File: config.mk
export PLATFORM = sky130hd
export DESIGN_NAME = scl_low_watchdog
export DESIGN_NICKNAME = d
export VERILOG_FILES = /design/src/rtl/sclto_pkg.sv /design/src/rtl/sclto_cfg_regs.sv /design/src/rtl/sclto_low_counter.sv /design/src/rtl/sclto_event_latch.sv /design/src/rtl/scl_low_watchdog.sv
export SDC_FILE = /design/constraint.sdc
export NUM_CORES = 1
export LEC_CHECK = 0
export ABC_AREA = 1
export BUFFER_PORTS_ARGS = -buffer_cell sky130_fd_sc_hd__buf_4
export CELL_PAD_IN_SITES_DETAIL_PLACEMENT = 0
export CELL_PAD_IN_SITES_GLOBAL_PLACEMENT = 2
export CORE_MARGIN = 8
export CORE_UTILIZATION = 34
export CTS_CLUSTER_DIAMETER = 100
export DETAILED_ROUTE_END_ITERATION = 6
export HOLD_SLACK_MARGIN = 0.06
export PLACE_DENSITY_LB_ADDON = 0.1
export SLEW_MARGIN = 20
export SYNTH_ARGS = -nofsm -noshare
export SYNTH_HDL_FRONTEND = slang
export SYNTH_HIERARCHICAL = 1
export SYNTH_SLANG_ARGS = --single-unit
File: constraint.sdc
create_clock -name clk -period 6.3 [get_ports clk]
set_input_delay 0.945 -clock clk [delete_from_list [all_inputs] [get_ports clk]]
set_output_delay 0.945 -clock clk [all_outputs]
set_load 0.01 [all_outputs]
File: src/rtl/sclto_pkg.sv
package sclto_pkg;
    localparam int DEF_LIMIT_W = 20;

    typedef enum logic [1:0] {
        ST_OFF     = 2'd0,
        ST_HIGH    = 2'd1,
        ST_LOW     = 2'd2,
        ST_EXPIRED = 2'd3
    } wd_state_t;
endpackage

File: src/rtl/sclto_cfg_regs.sv
module sclto_cfg_regs #(
    parameter int LIMIT_W = sclto_pkg::DEF_LIMIT_W
) (
    input  logic               clk,
    input  logic               rst_n,
    input  logic               limit_we,
    input  logic [LIMIT_W-1:0] limit_wdata,
    input  logic               en_we,
    input  logic               en_wdata,
    output logic [LIMIT_W-1:0] limit_q,
    output logic               en_q
);
    always_ff @(posedge clk or negedge rst_n) begin
        if (!rst_n) begin
            limit_q <= '0;
        end else if (limit_we) begin
            limit_q <= limit_wdata;
        end
    end

    always_ff @(posedge clk or negedge rst_n) begin
        if (!rst_n) begin
            en_q <= 1'b0;
        end else if (en_we) begin
            en_q <= en_wdata;
        end
    end
endmodule

File: src/rtl/sclto_low_counter.sv
module sclto_low_counter #(
    parameter int LIMIT_W = sclto_pkg::DEF_LIMIT_W
) (
    input  logic               clk,
    input  logic               rst_n,
    input  logic               scl_level,
    input  logic               bit_tick,
    input  logic [LIMIT_W-1:0] limit,
    output logic               expire
);
    import sclto_pkg::*;

    localparam int SUM_W = LIMIT_W + 1;

    wd_state_t          st_q, st_n;
    logic [LIMIT_W-1:0] cnt_q, cnt_n;
    logic [SUM_W-1:0]   cnt_inc;
    logic               lim_off;
    logic               reach;

    assign cnt_inc = {1'b0, cnt_q} + {{LIMIT_W{1'b0}}, 1'b1};
    assign lim_off = (limit == '0);
    assign reach   = (cnt_inc >= {1'b0, limit});

    // next state and count
    always_comb begin
        st_n  = st_q;
        cnt_n = cnt_q;
        unique case (st_q)
            ST_EXPIRED: begin
                if (lim_off) begin
                    st_n  = ST_OFF;
                    cnt_n = '0;
                end else if (scl_level) begin
                    st_n  = ST_HIGH;
                    cnt_n = '0;
                end
            end
            ST_OFF, ST_HIGH, ST_LOW: begin
                if (lim_off) begin
                    st_n  = ST_OFF;
                    cnt_n = '0;
                end else if (scl_level) begin
                    st_n  = ST_HIGH;
                    cnt_n = '0;
                end else if (bit_tick && reach) begin
                    st_n  = ST_EXPIRED;
                    cnt_n = '0;
                end else if (bit_tick) begin
                    st_n  = ST_LOW;
                    cnt_n = cnt_inc[LIMIT_W-1:0];
                end else begin
                    st_n  = ST_LOW;
                end
            end
            default: begin
                st_n  = ST_OFF;
                cnt_n = '0;
            end
        endcase
    end

    // state register
    always_ff @(posedge clk or negedge rst_n) begin
        if (!rst_n) begin
            st_q  <= ST_OFF;
            cnt_q <= '0;
        end else begin
            st_q  <= st_n;
            cnt_q <= cnt_n;
        end
    end

    // outputs
    always_comb begin
        expire = 1'b0;
        unique case (st_q)
            ST_OFF, ST_HIGH, ST_LOW:
                expire = !lim_off && !scl_level && bit_tick && reach;
            ST_EXPIRED:
                expire = 1'b0;
            default:
                expire = 1'b0;
        endcase
    end
endmodule

File: src/rtl/sclto_event_latch.sv
module sclto_event_latch (
    input  logic clk,
    input  logic rst_n,
    input  logic expire,
    input  logic clr_we,
    input  logic clr_wdata,
    input  logic en_q,
    output logic status_q,
    output logic irq
);
    logic clr_hit;
    assign clr_hit = clr_we && clr_wdata;

    always_ff @(posedge clk or negedge rst_n) begin
        if (!rst_n) begin
            status_q <= 1'b0;
        end else if (expire) begin
            status_q <= 1'b1;
        end else if (clr_hit) begin
            status_q <= 1'b0;
        end
    end

    assign irq = status_q && en_q;
endmodule

File: src/rtl/scl_low_watchdog.sv
module scl_low_watchdog #(
    parameter int LIMIT_W = sclto_pkg::DEF_LIMIT_W
) (
    input  logic               clk,
    input  logic               rst_n,
    input  logic               scl_level,
    input  logic               bit_tick,
    input  logic               limit_we,
    input  logic [LIMIT_W-1:0] limit_wdata,
    output logic [LIMIT_W-1:0] limit_rdata,
    input  logic               irq_en_we,
    input  logic               irq_en_wdata,
    output logic               irq_en,
    input  logic               clr_we,
    input  logic               clr_wdata,
    output logic               timeout_status,
    output logic               irq_out
);
    logic [LIMIT_W-1:0] limit_q;
    logic               en_q;
    logic               expire;

    sclto_cfg_regs #(.LIMIT_W(LIMIT_W)) u_cfg (
        .clk         (clk),
        .rst_n       (rst_n),
        .limit_we    (limit_we),
        .limit_wdata (limit_wdata),
        .en_we       (irq_en_we),
        .en_wdata    (irq_en_wdata),
        .limit_q     (limit_q),
        .en_q        (en_q)
    );

    sclto_low_counter #(.LIMIT_W(LIMIT_W)) u_cnt (
        .clk       (clk),
        .rst_n     (rst_n),
        .scl_level (scl_level),
        .bit_tick  (bit_tick),
        .limit     (limit_q),
        .expire    (expire)
    );

    sclto_event_latch u_evt (
        .clk       (clk),
        .rst_n     (rst_n),
        .expire    (expire),
        .clr_we    (clr_we),
        .clr_wdata (clr_wdata),
        .en_q      (en_q),
        .status_q  (timeout_status),
        .irq       (irq_out)
    );

    assign limit_rdata = limit_q;
    assign irq_en      = en_q;
endmodule

Word-level counts from Yosys, hierarchy flattened
Cells that the tools add are included.
{ "word_totals": {"regBits": 44, "latchBits": 0, "mem_bits_rw": 0, "romBits": 0, "output_inout_bits": 23, "mem_count": 0} }
{ "op_classes": {"add_sub_neg": 1, "mul": 0, "div_mod_pow": 0, "order_cmp": 1, "n_eq_ne": 5, "shifts": 0, "mux": 16, "n_bitwise": 0, "reduce_logical": 13} }
{ "op_table": {"columns": ["cell", "count"], "rows": [
  ["$mux 20", 6],
  ["$pmux 20 s2", 1],
  ["$add 20x1->21 const B", 1],
  ["$ge 21x20->1", 1],
  ["$logic_not 20->1", 1],
  ["$mux 2", 4],
  ["$logic_and 1x1->1", 6],
  ["$ne 5x3->1 const B", 1],
  ["$eq 2x2->1 const B", 2],
  ["$pmux 2 s2", 1],
  ["$mux 1", 3],
  ["$ne 3x2->1 const B", 1],
  ["$reduce_or 3->1", 1],
  ["$eq 2x1->1 const B", 1],
  ["$logic_not 1->1", 2],
  ["$logic_not 2->1", 1],
  ["$pmux 1 s2", 1],
  ["$reduce_and 2->1", 1],
  ["$reduce_bool 2->1", 1]
]} }

Depth between registers and ports, before layout
Gate-level depths: netlist of the first run.
{ "depth": {"ltp_word": 7, "ltp_mapped": 21, "depth_no_buf": 20} }

Hierarchy
Netlist of the first run, hierarchy kept.
{ "modules_own_cells": {"columns": ["mod", "n_inst", "cells_per_inst", "area_each_um2", "seq_area_each_um2"], "rows": [
  ["sclto_low_counter", 1, 350, 2222.1, 550.5],
  ["sclto_cfg_regs", 1, 90, 807.0, 525.5],
  ["sclto_event_latch", 1, 7, 47.5, 25.0]
]} }

Worst setup path after synthesis of the first run
OpenSTA, ideal clock, no wires.
{ "synth_timing": {"path_kind": "reg2reg", "startpoint": "register u_cnt.cnt_q[0]", "endpoint": "register u_evt.status_q", "setup_time_ps": 65, "arrival_ps": 2581, "path_slack_ps": 3654, "stages_incl_launch_ff": 21, "n_path_buf": 1, "cell_sequence": "dfrtp_1 ha_1 nand3_2 inv_2 nand2_1 nor2_2 nand3b_1 xor2_1 inv_1 ha_1 nand3_1 nor2_1 nand3_1 nor2_1 nand2_2 nand3_2 nand2_4 buf_6 nor3_1 inv_1 nand2_1"} }
{ "synth_via": {"elab_chain_cells": 5, "elab_cells_between_ends": 6, "cone_classes": "add/sub: 1; order compare: 1; mux: 2; reduce/logical: 2"} }
{ "synth_lines": {"columns": ["element", "line", "rtl"], "rows": [
  ["start, declared", "sclto_low_counter.sv:16", "logic [LIMIT_W-1:0] cnt_q, cnt_n;"],
  ["start signal, assigned", "sclto_low_counter.sv:70", "cnt_q <= cnt_n;"],
  ["$add 20x1->21 (*)", "sclto_low_counter.sv:21", "assign cnt_inc = {1'b0, cnt_q} + {{LIMIT_W{1'b0}}, 1'b1};"],
  ["$ge 21x20->1 (*)", "sclto_low_counter.sv:23", "assign reach = (cnt_inc >= {1'b0, limit});"],
  ["$logic_and 1x1->1 (*)", "sclto_low_counter.sv:79", "expire = !lim_off && !scl_level && bit_tick && reach;"],
  ["$pmux 1 s2 (*)", "sclto_low_counter.sv:77", "unique case (st_q)"],
  ["net expire", "scl_low_watchdog.sv:21", "logic expire;"],
  ["$mux 1 / $reduce_bool 2->1 (equally long branches)", null, null],
  ["end signal, assigned", "sclto_event_latch.sv:16", "status_q <= 1'b0;"],
  ["end signal, assigned", "sclto_event_latch.sv:18", "status_q <= 1'b1;"],
  ["end signal, assigned", "sclto_event_latch.sv:20", "status_q <= 1'b0;"],
  ["end, declared", "sclto_event_latch.sv:8", "output logic status_q,"]
]} }
Mark *: on every way through the listed nets, which the timed path passes. The rest lies on a longest branch.
A chain may end at the register's enable or synchronous reset.

Worst setup path in the final report of the first run
Same ends and word-level chain as after synthesis.

==> metrics.yaml, run 1 <==
final_layout:
  syn2layout_area_growth_pct: 16.80
  post-route-util_pct: 41.01
  nets: 544
  drive_gt1_share_pct: 15.56
  antennaDiodeCount: 0
  final_area_um2: 3593
clocking:
  clk_pin_slew_ps: 80
  cts.htree.levels: 2
  postCtsResizedCells: 0
  cts_root_buffer: "clkbuf_8"
  ctsHoldBuffers: 0
  cts.path.max_buffers: 2
  cts_tree: "done"
  clk_latency_ps: 290
  cts_made_buffers: 5
  post_cts_buffers: 0
  clock-sinks: 44
yosys:
  syn_area_per_cell_um2: 6.883
  synth.area.top_cells: "dfrtp_1 (36%), nand2_1 (22%), ha_1 (8.5%), inv_1 (8.5%), nor2_1 (4.6%)"
  synth_fp_nets: 497
  syn_inst: 447
  yosysSeqAreaShare_pct: 35.79
  synth_seq_cells: 44
  synth_area_um2: 3077
  synth_top_cell_area_share_pct: 35.79
  ys_types: 26
  yosysTopAreaCell: "dfrtp_1"
  yosys_warnings: 6
critical_path:
  r2r_start: "u_cnt/cnt_q[0]"
  arrival_ps: 3400
  cp-end-kind: "flip-flop"
  path_cells: "ha_1, nand3_2, inv_2, nand2_1, nor2_2, nand3b_1, xor2_1, inv_1, ha_1, nand3_1, nor2_1, nand3_1, nor2_1, nand2_2, nand3_2, nand2_4, nor3_1, inv_1, nand2_1"
  cp_data_required_time_ps: 6530
  max_stage_delay_ps: 530
  crit_type: "flip-flop to flip-flop"
  critPathSlowestCell: "dfrtp_1"
  startpoint_type: "flip-flop"
  cp_max_fo: 22
  cp-startpoint: "u_cnt/cnt_q[0]"
floorplanning:
  dieWidth_um: 111.1
  core.rowCount: 34
  start_util_pct: 35.11
  dieArea_um2: 12350
  io_pins: 52
  core_um2: 8763
  die_h_um: 111.1
placed_design:
  place.gp.congestion: 0.7988
  dpl-instance-area_um2: 3503
  portBuffers: 51
  hpwl_mm: 6.395
global_routing:
  globalRouteOverflowTotal: 0
  grt_pass1_vias: 2801
  antenna_found_initial: 0
  track_usage_pct: 13.37
  grt_pass1_wl_mm: 13.71
  grt_max_degree: 45
timing:
  rsz0062_at_grt: "no"
  tns_ps: 0
  skew_ps: 7.029
  timing.fmax_mhz: 315.1
  period_needed_ps: 3173
  drv_slew: 0
  tightest_slew_ps: 1105
  setup_viol: 0
  finalHoldViolCount: 0
  relSlewSlack_pct: 26.05
  post-route-period-util_pct: 50.37
power_and_ir_drop:
  peakVddDrop_v: 0.00008175
  p_leak_nw: 2.138
  p_per_area_nw_per_um2: 169.6
  power_mw: 0.6094
detailed_routing:
  drt-total-wl_mm: 8.208
  dr.pass1.iters: 4
  via_per_inst: 4.521
  num_vias: 2726
  ant_nets: 0
  drc: 0
  wl_per_cell_um: 13.61
  initialDrtViolationCount: 96
flow_run:
  maxCapViolations: 0
status:
  status: "finished, final reports clean"
hold_path:
  hold_path.class: "flip-flop to flip-flop"
  min_from: "u_cfg/limit_q[6]"
-- cell usage in the layout (no fill, tap or decap), drive strengths merged, types with 2 or more instances in the layout --
cell type / instances
a21oi: 9
xnor2: 4
nor2: 44
inv: 72
nor3: 5
o21ai: 2
buf: 51
xor2: 10
nand3: 35
nand4: 5
nand2: 181
clkbuf: 8
dfrtp: 44
ha: 21
-- report_power, final --
group          switching [mW]  total [mW]  internal (mW)  leakage [nW]
Combinational          0.0656       0.112         0.0467          1.52
Sequential             0.0141       0.311          0.296         0.570
Clock                  0.0969       0.187         0.0897        0.0455
Total                   0.177       0.609          0.433          2.14
-- flip-flops by register name, summed over array words and instances, names as in the netlist --
signal / count
u_evt/status_q: 1
u_cnt/cnt_q: 20
u_cfg/en_q: 1
u_cfg/limit_q: 20
u_cnt/st_q: 2
-- per-stage QoR --
step	std cells	setup slack, ps	hold WS, ps
4_1_cts	603	3105	510.8
3_3_place_gp	595	3243	488.9
3_5_place_dp	595	3158	489.5
2_1_floorplan	447	3654	490.1
6_report	603	3127	503.9
5_1_grt	603	2740	536.0
-- metal layers --
| layer | wire, um | part of all wire [%] | global-route usage (%) | up-vias |
|---|---|---|---|---|
| met3 | 252 | 3.1 | 2.435 | 5 |
| met4 | 44 | 0.54 | 2.933 | 0 |
| met1 | 4202 | 51 | 17.66 | 1231 |
| met5 | 0 | 0 | 0 | - |
| met2 | 3709 | 45 | 22.02 | 45 |
| li1 | - | - | - | 1445 |
-- layout make-up --
type,count,area (um2)
multi-input cells,320,1614
inverters,72,270.3
fillers,969,5170
clock buffers,8,90.09
flip-flops and latches,44,1101
well taps,108,135.1
repair buffers,51,382.9
-- worst paths after layout --
check | end | slack (ps) | cells past startpoint
worst min-delay path | u_cfg/limit_q[6] | 500 | 2
worst max register to register | u_evt/status_q | 3130 | 19
worst min register to register | u_cfg/limit_q[6] | 500 | 2
worst max-delay path | u_evt/status_q | 3130 | 19
max in group asynchronous | u_cnt/cnt_q[19] | 5260 | 1
min in group asynchronous | u_cnt/cnt_q[5] | 640 | 1
-- Yosys cell counts (all sizes together) --
cell,n
xor2,10
buf,9
nand3,35
a21oi,9
and2,1
ha,21
nand4,5
or2,1
nand2,181
inv,72
a21boi,1
clkbuf,2
dfrtp,44
xnor2,4
nor2,44
o21ai,2
nor3,5
nand3b,1
-- critical path: cells and delay by family, from the launching register on --
kind / cells / cell delay, ps
xor gates and xnor gates: 1 / 200
adders and majority gates: 2 / 550
buffers and inverters: 3 / 240
DFF: 1 / 530
and+or+nand+nor: 13 / 1580
-- logic make-up after synthesis --
group           Yosys count  synth area share, %
flops                    44                35.79
xor+xnor                 14                3.985
buf+inv                  83                11.75
fa+ha+maj                21                8.540
compound gates           12                2.033
simple gates            273                37.90
Power figures use the tool's default switching activity.
==> inputs of run 2 (changes only) <==
--- a/config.mk
+++ b/config.mk
@@ -10,7 +10,7 @@
 export CELL_PAD_IN_SITES_DETAIL_PLACEMENT = 0
 export CELL_PAD_IN_SITES_GLOBAL_PLACEMENT = 2
 export CORE_MARGIN = 8
-export CORE_UTILIZATION = 34
+export CORE_UTILIZATION = 28
 export CTS_CLUSTER_DIAMETER = 100
 export DETAILED_ROUTE_END_ITERATION = 6
 export HOLD_SLACK_MARGIN = 0.06
==> constraint.sdc (replaced) <==
create_clock -name clk -period 2.8 [get_ports clk]
set_input_delay 0.42 -clock clk [delete_from_list [all_inputs] [get_ports clk]]
set_output_delay 0.42 -clock clk [all_outputs]
set_load 0.01 [all_outputs]
==> metrics.yaml, run 2 (synthesized netlist as in run 1, its figures left out) <==
status:
  status: "finished, final reports clean"
clocking:
  cts.path.max_buffers: 2  # unchanged
  clk_latency_ps: 310  # +20 ps
  clock-sinks: 44  # unchanged
  cts_root_buffer: "clkbuf_8"
  cts_tree: "done"
  cts.htree.levels: 2  # unchanged
  cts_made_buffers: 5  # unchanged
  clk_pin_slew_ps: 90  # about the same
power_and_ir_drop:
  p_leak_nw: 2.319  # +8.5%
  p_per_area_nw_per_um2: 347.9  # +110%
  peakVddDrop_v: 0.0001914  # +130%
placed_design:
  place.gp.congestion: 0.7835  # -1.9%
  hpwl_mm: 7.137  # +12%
  dp_cells: 651  # +9.4%
  portBuffers: 51  # unchanged
  dpl-instance-area_um2: 3736  # +6.6%
detailed_routing:
  wl_per_cell_um: 13.74  # +0.96%
  ant_nets: 0  # unchanged
  wl_met1_mm: 4.270  # +1.6%
  drc: 0  # unchanged
  initialDrtViolationCount: 93  # -3.1%
  drt-total-wl_mm: 9.180  # +12%
  route.met2.wl_mm: 4.480  # +21%
  num_vias: 2903  # +6.5%
  top_layer: "met4"
  dr.pass1.iters: 4  # unchanged
  via_per_inst: 4.346  # -3.9%
  wl_met3_um: 324  # +29%
final_layout:
  stdcell_count: 668  # +11%
  final_area_um2: 4081  # +14%
  layout_common_cells: "nand2_1 (171), buf_4 (82), inv_1 (69)"
  drive_gt1_share_pct: 28.03  # +12 points
  post-route-util_pct: 37.82  # -3.2 points
  mostFrequentLayoutCell: "nand2_1"
  nets: 577  # +6.1%
  biggestRegsByFlops: "u_cfg/limit_q x20, u_cnt/cnt_q x20, u_cnt/st_q x2"
  syn2layout_area_growth_pct: 32.66
  antennaDiodeCount: 0  # unchanged
timing:
  drv_slew: 0  # unchanged
  skew_ps: 7.978  # +0.9485 ps
  setup_viol: 0  # unchanged
  period_needed_ps: 2656  # -516.9 ps
  rsz0062_at_grt: "yes"
  post-route-period-util_pct: 94.87  # +44 points
  relSlewSlack_pct: 50.76  # +25 points
  tightest_slew_ps: 737.8  # -367.3 ps
  timing.fmax_mhz: 376.5  # +19%
  tns_ps: 0  # unchanged
  finalHoldViolCount: 0  # unchanged
global_routing:
  grt_pass1_wl_mm: 14.79  # +7.8%
  grt_max_degree: 45  # unchanged
  track_usage_pct: 12.90  # -0.47 points
  globalRouteOverflowTotal: 0  # unchanged
  antenna_found_initial: 0  # unchanged
  grt_pass1_vias: 2914  # +4.0%
floorplanning:
  die_h_um: 120.8  # +8.7%
  io_pins: 52  # unchanged
  start_util_pct: 28.51  # -6.6 points
  dieArea_um2: 14600  # +18%
  core.rowCount: 38  # +12%
  core_um2: 10790  # +23%
  dieWidth_um: 120.8  # +8.7%
critical_path:
  reg2reg_slack_ps: 140  # -2980 ps
  crit_type: "flip-flop to flip-flop"
  cp_data_required_time_ps: 3000  # -3530 ps
  arrival_ps: 2860  # -540 ps
  startpoint_type: "flip-flop"
  cp_max_fo: 13  # -41%
  cp-end-kind: "flip-flop"
flow_run:
  maxCapViolations: 0  # unchanged
hold_path:
  hold_path.class: "primary input to async pin"
[run 2: area by class of cell]
type	count	area (um2)
clock buffers	6	82.58
clock inverters	2	10.01
fillers	1168	6711
inverters	72	270.3
multi-input cells	320	1789
flip-flops and latches	44	1107
well taps	140	175.2
repair buffers	84	646.9
[run 2: layer usage]
layer,vias to the layer above,track usage (%)
met5,-,0
met4,0,3.981
met3,6,2.704
met2,49,20.79
met1,1338,16.88
li1,1510,-
[run 2: worst max-delay path: stages, from the launching register on]
cell and delay (ps):
dfrtp_1 400, buf_4 150, nand2_2 50, nor2_2 50
nand2_2 70, nor2_2 40, buf_4 130, or2_2 270
nand2_2 80, inv_1 50, ha_1 270, nand2_1 60
nor2_2 140, and2_1 160, nand2_1 70, nand2_1 80
nand2_2 60, nand3_4 70, nand2_4 80, buf_12 150
nand3_1 70, nand2_1 50
[run 2: final timing paths]
kind                                       start                to  cells past startpoint
worst max-delay path              u_cnt/cnt_q[1]   u_cnt/cnt_q[12]                     21
worst max register to register    u_cnt/cnt_q[1]   u_cnt/cnt_q[12]                     21
max in group asynchronous                  rst_n   u_cnt/cnt_q[12]                      1
worst min-delay path                       rst_n        u_cfg/en_q                      1
worst min register to register  u_cfg/limit_q[2]  u_cfg/limit_q[2]                      2
min in group clk                    irq_en_wdata        u_cfg/en_q                      3
[run 2: timing repair]
action / 4_1_cts / 5_1_grt
setup buffers: 3 / 6
pin swaps: 2 / 12
hold buffers: 0 / 0
endpoints found under the setup margin: 20 / 22
gates resized for setup: 1 / 42
[run 2: through the flow]
step	hold WS [ps]	power [mW]	worst slack [ps]
6_report	105.4	1.420	143.7
3_5_place_dp	479.8	0.9855	-41.23
5_1_grt	161.5	1.504	-65.96
2_1_floorplan	124.4	0.8458	154.2
3_3_place_gp	472.2	0.9859	-26.24
4_1_cts	131.5	1.440	5.744
[run 2: where the power goes]
group / internal (mW) / switching [mW]
clock network: 0.198 / 0.242
registers: 0.667 / 0.0274
logic: 0.121 / 0.165
==> inputs of run 3 (changes only) <==
--- a/config.mk
+++ b/config.mk
@@ -5,13 +5,12 @@
 export SDC_FILE = /design/constraint.sdc
 export NUM_CORES = 1
 export LEC_CHECK = 0
-export ABC_AREA = 1
 export BUFFER_PORTS_ARGS = -buffer_cell sky130_fd_sc_hd__buf_4
 export CELL_PAD_IN_SITES_DETAIL_PLACEMENT = 0
 export CELL_PAD_IN_SITES_GLOBAL_PLACEMENT = 2
 export CORE_MARGIN = 8
-export CORE_UTILIZATION = 28
-export CTS_CLUSTER_DIAMETER = 100
+export CORE_UTILIZATION = 32
+export CTS_CLUSTER_DIAMETER = 30
 export DETAILED_ROUTE_END_ITERATION = 6
 export HOLD_SLACK_MARGIN = 0.06
 export PLACE_DENSITY_LB_ADDON = 0.1
==> metrics.yaml, run 3 <==
status:
  status: "finished with violations"
  failed_checks: "setup timing"
hold_path:
  hold_path.class: "primary input to async pin"
power_and_ir_drop:
  p_per_area_nw_per_um2: 354.8  # +2.0%
  p_leak_nw: 2.034  # -12%
  peakVddDrop_v: 0.0001849  # -3.4%
yosys:
  yosysTopAreaCell: "dfrtp_1"
  syn_area_per_cell_um2: 10.62  # +54%
  synthFlopType: "dfrtp_1"
  yosysMostFrequentCell: "dfrtp_1"
  synth_fp_nets: 304  # -39%
  synth_seq_cells: 44  # unchanged
  synth.area.top_cells: "dfrtp_1 (41%), mux2_4 (11%), ha_1 (9.7%), a22o_1 (5.2%), xnor2_1 (3.9%)"
  synth_commonest_cells: "dfrtp_1 (44), inv_1 (26), ha_1 (21)"
  synth_area_um2: 2696  # -12%
  synth_edf_count: 0  # unchanged
  ys_types: 42  # +62%
  ys_async_sr_fraction_pct: 100.0  # unchanged
  synth_top_cell_area_share_pct: 40.84  # +5.0 points
  syn_inst: 254  # -43%
  yosysSeqAreaShare_pct: 40.84  # +5.0 points
  yosys_warnings: 6  # unchanged
final_layout:
  nFillCells: 774  # -34%
  mostFrequentLayoutCell: "buf_4"
  syn2layout_area_growth_pct: 51.74
  layout_common_cells: "buf_4 (103), dfrtp_1 (44), inv_1 (24)"
  nets: 415  # -28%
  stdcell_count: 471  # -29%
  antennaDiodeCount: 0  # unchanged
  biggestRegsByFlops: "u_cfg/limit_q x20, u_cnt/cnt_q x20, u_cnt/st_q x2"
  drive_gt1_share_pct: 52.46  # +24 points
floorplanning:
  core_um2: 8175  # -24%
  die_h_um: 107.8  # -11%
  io_pins: 52  # unchanged
  core.rowCount: 33  # -13%
  dieWidth_um: 107.8  # -11%
  start_util_pct: 32.98  # +4.5 points
  dieArea_um2: 11620  # -20%
global_routing:
  grt_max_degree: 45  # unchanged
  antenna_found_initial: 0  # unchanged
  track_usage_pct: 13.48  # +0.58 points
  globalRouteOverflowTotal: 0  # unchanged
  grt_pass1_vias: 2459  # -16%
  grt_pass1_wl_mm: 12.34  # -17%
detailed_routing:
  wl_per_cell_um: 15.89  # +16%
  wl_met3_um: 349  # +7.7%
  via_per_inst: 4.881  # +12%
  drt-total-wl_mm: 7.484  # -18%
  route.met2.wl_mm: 3.462  # -23%
  dr.pass1.iters: 4  # unchanged
  num_vias: 2299  # -21%
  top_layer: "met4"
  drc: 0  # unchanged
  initialDrtViolationCount: 65  # -30%
  wl_met1_mm: 3.605  # -16%
  ant_nets: 0  # unchanged
timing:
  tightest_slew_ps: 580.1  # -157.8 ps
  post-route-period-util_pct: 109.1  # +14 points
  drv_slew: 0  # unchanged
  period_needed_ps: 3054  # +397.4 ps
  timing.fmax_mhz: 327.5  # -13%
  relSlewSlack_pct: 61.33  # +11 points
  finalHoldViolCount: 0  # unchanged
  rsz0062_at_grt: "yes"
  setup_viol: 22  # +22
  tns_ps: -4787  # -4787 ps
  setup_slack_ps: -253.7  # -397.4 ps
  skew_ps: 8.258  # +0.2801 ps
placed_design:
  hpwl_mm: 5.437  # -24%
  place.gp.congestion: 0.7507  # -4.2%
  dp_cells: 443  # -32%
  portBuffers: 51  # unchanged
clocking:
  clk_pin_slew_ps: 90  # about the same
  cts.htree.levels: 2  # unchanged
  clock-sinks: 44  # unchanged
  cts_made_buffers: 5  # unchanged
  cts.path.max_buffers: 2  # unchanged
  clk_latency_ps: 290  # -20 ps
  cts_tree: "done"
  cts_root_buffer: "clkbuf_8"
  ctsHoldBuffers: 0  # unchanged
critical_path:
  path_cells: "ha_4, inv_2, nor3_4, buf_6, nand3_2, nor3_2, xor2_1, ha_1, a21oi_2, nor2_1, nor3_1, nand3_2, o21ai_4, and2_4, nor2_4, a21o_1"
  cp_data_required_time_ps: 2990  # about the same
  crit_type: "flip-flop to flip-flop"
  ff2ff_path_depth: 16  # -24%
  path_depth: 16  # -24%
  arrival_ps: 3250  # +390 ps
  max_stage_delay_ps: 410  # about the same
  worst-path-buf-inv: 2  # -2
  cp-startpoint: "u_cnt/cnt_q[1]"
  reg2reg_slack_ps: -250  # -400 ps
  crit_top_cell: "nand3_2"
  cp-end-kind: "flip-flop"
  r2r_end: "u_evt/status_q"
  r2r_start: "u_cnt/cnt_q[1]"
  critPathCapture: "u_evt/status_q"
  cp_max_fo: 5  # -8
  cp_top_family: "simple AND/OR/NAND/NOR gates"
  critPathSlowestCell: "dfrtp_1"
  startpoint_type: "flip-flop"
flow_run:
  maxCapViolations: 0  # unchanged
-- run 3: worst min path at each step --
| stage | start | endpoint | slack (ps) | cells past startpoint |
|---|---|---|---|---|
| 3_3_place_gp | rst_n | u_cfg/limit_q[4] | 460 | 1 |
| 5_1_grt | rst_n | u_cfg/limit_q[3] | 170 | 1 |
| 6_report | rst_n | u_cfg/limit_q[4] | 120 | 1 |
| 3_5_place_dp | rst_n | u_cfg/limit_q[3] | 470 | 1 |
| 4_1_cts | rst_n | u_cnt/cnt_q[3] | 140 | 1 |
| 2_1_floorplan | rst_n | u_cfg/en_q | 120 | 0 |
-- run 3: logic make-up (layout without fill, tap and decap cells) --
logic type / count (synthesis) / count (layout) / synth area share, %
AND/OR/NAND/NOR: 76 / 78 / 14.94
flip-flops: 44 / 44 / 40.84
AO/OA/AOI/OAI: 40 / 40 / 11.14
buffers and inverters: 34 / 144 / 5.939
adder cells (fa/ha/maj): 21 / 21 / 9.745
multiplexers: 21 / 21 / 11.55
XOR/XNOR: 18 / 18 / 5.847
-- run 3: per-layer routing --
layer  vias up  global-route usage, %
li1       1134                      -
met1      1099                  18.17
met2        60                  21.10
met3         6                  2.934
met4         0                  3.865
met5         -                      0
-- run 3: cell type report --
class	instances	area [um2]	share of cell area (%)
Timing Repair Buffer	109	840.8	20.55
Tap cell	105	131.4	3.211
Clock buffer	8	90.09	2.202
Inverter	27	101.3	2.477
Sequential cell	44	1101	26.91
Multi-Input combinational cell	178	1827	44.65
-- run 3: per-stage QoR --
step	util, %	hold WS (ps)	setup WS (ps)	total power [mW]	area [um2]
floorplan	-	124.4	-72.90	0.8735	2745
global placement	42.82	461.3	-416.6	1.010	3501
detailed placement	42.82	467.8	-425.7	1.014	3501
CTS	46.63	141.6	-291.3	1.458	3812
global route	50.05	167.9	-443.4	1.531	4091
finish	50.05	124.6	-253.7	1.452	4091
-- run 3: repair_timing --
action                     CTS  global route
gates resized for setup     22            40
setup buffers               12             8
setup endpoints to repair   22            22
gates cloned                 2             0
pin swaps                   16            47
-- run 3: power by group --
part | internal, mW | switching [mW]
Combinational | 0.175 | 0.145
Sequential | 0.671 | 0.0391
Clock | 0.202 | 0.220
Total | 1.05 | 0.404
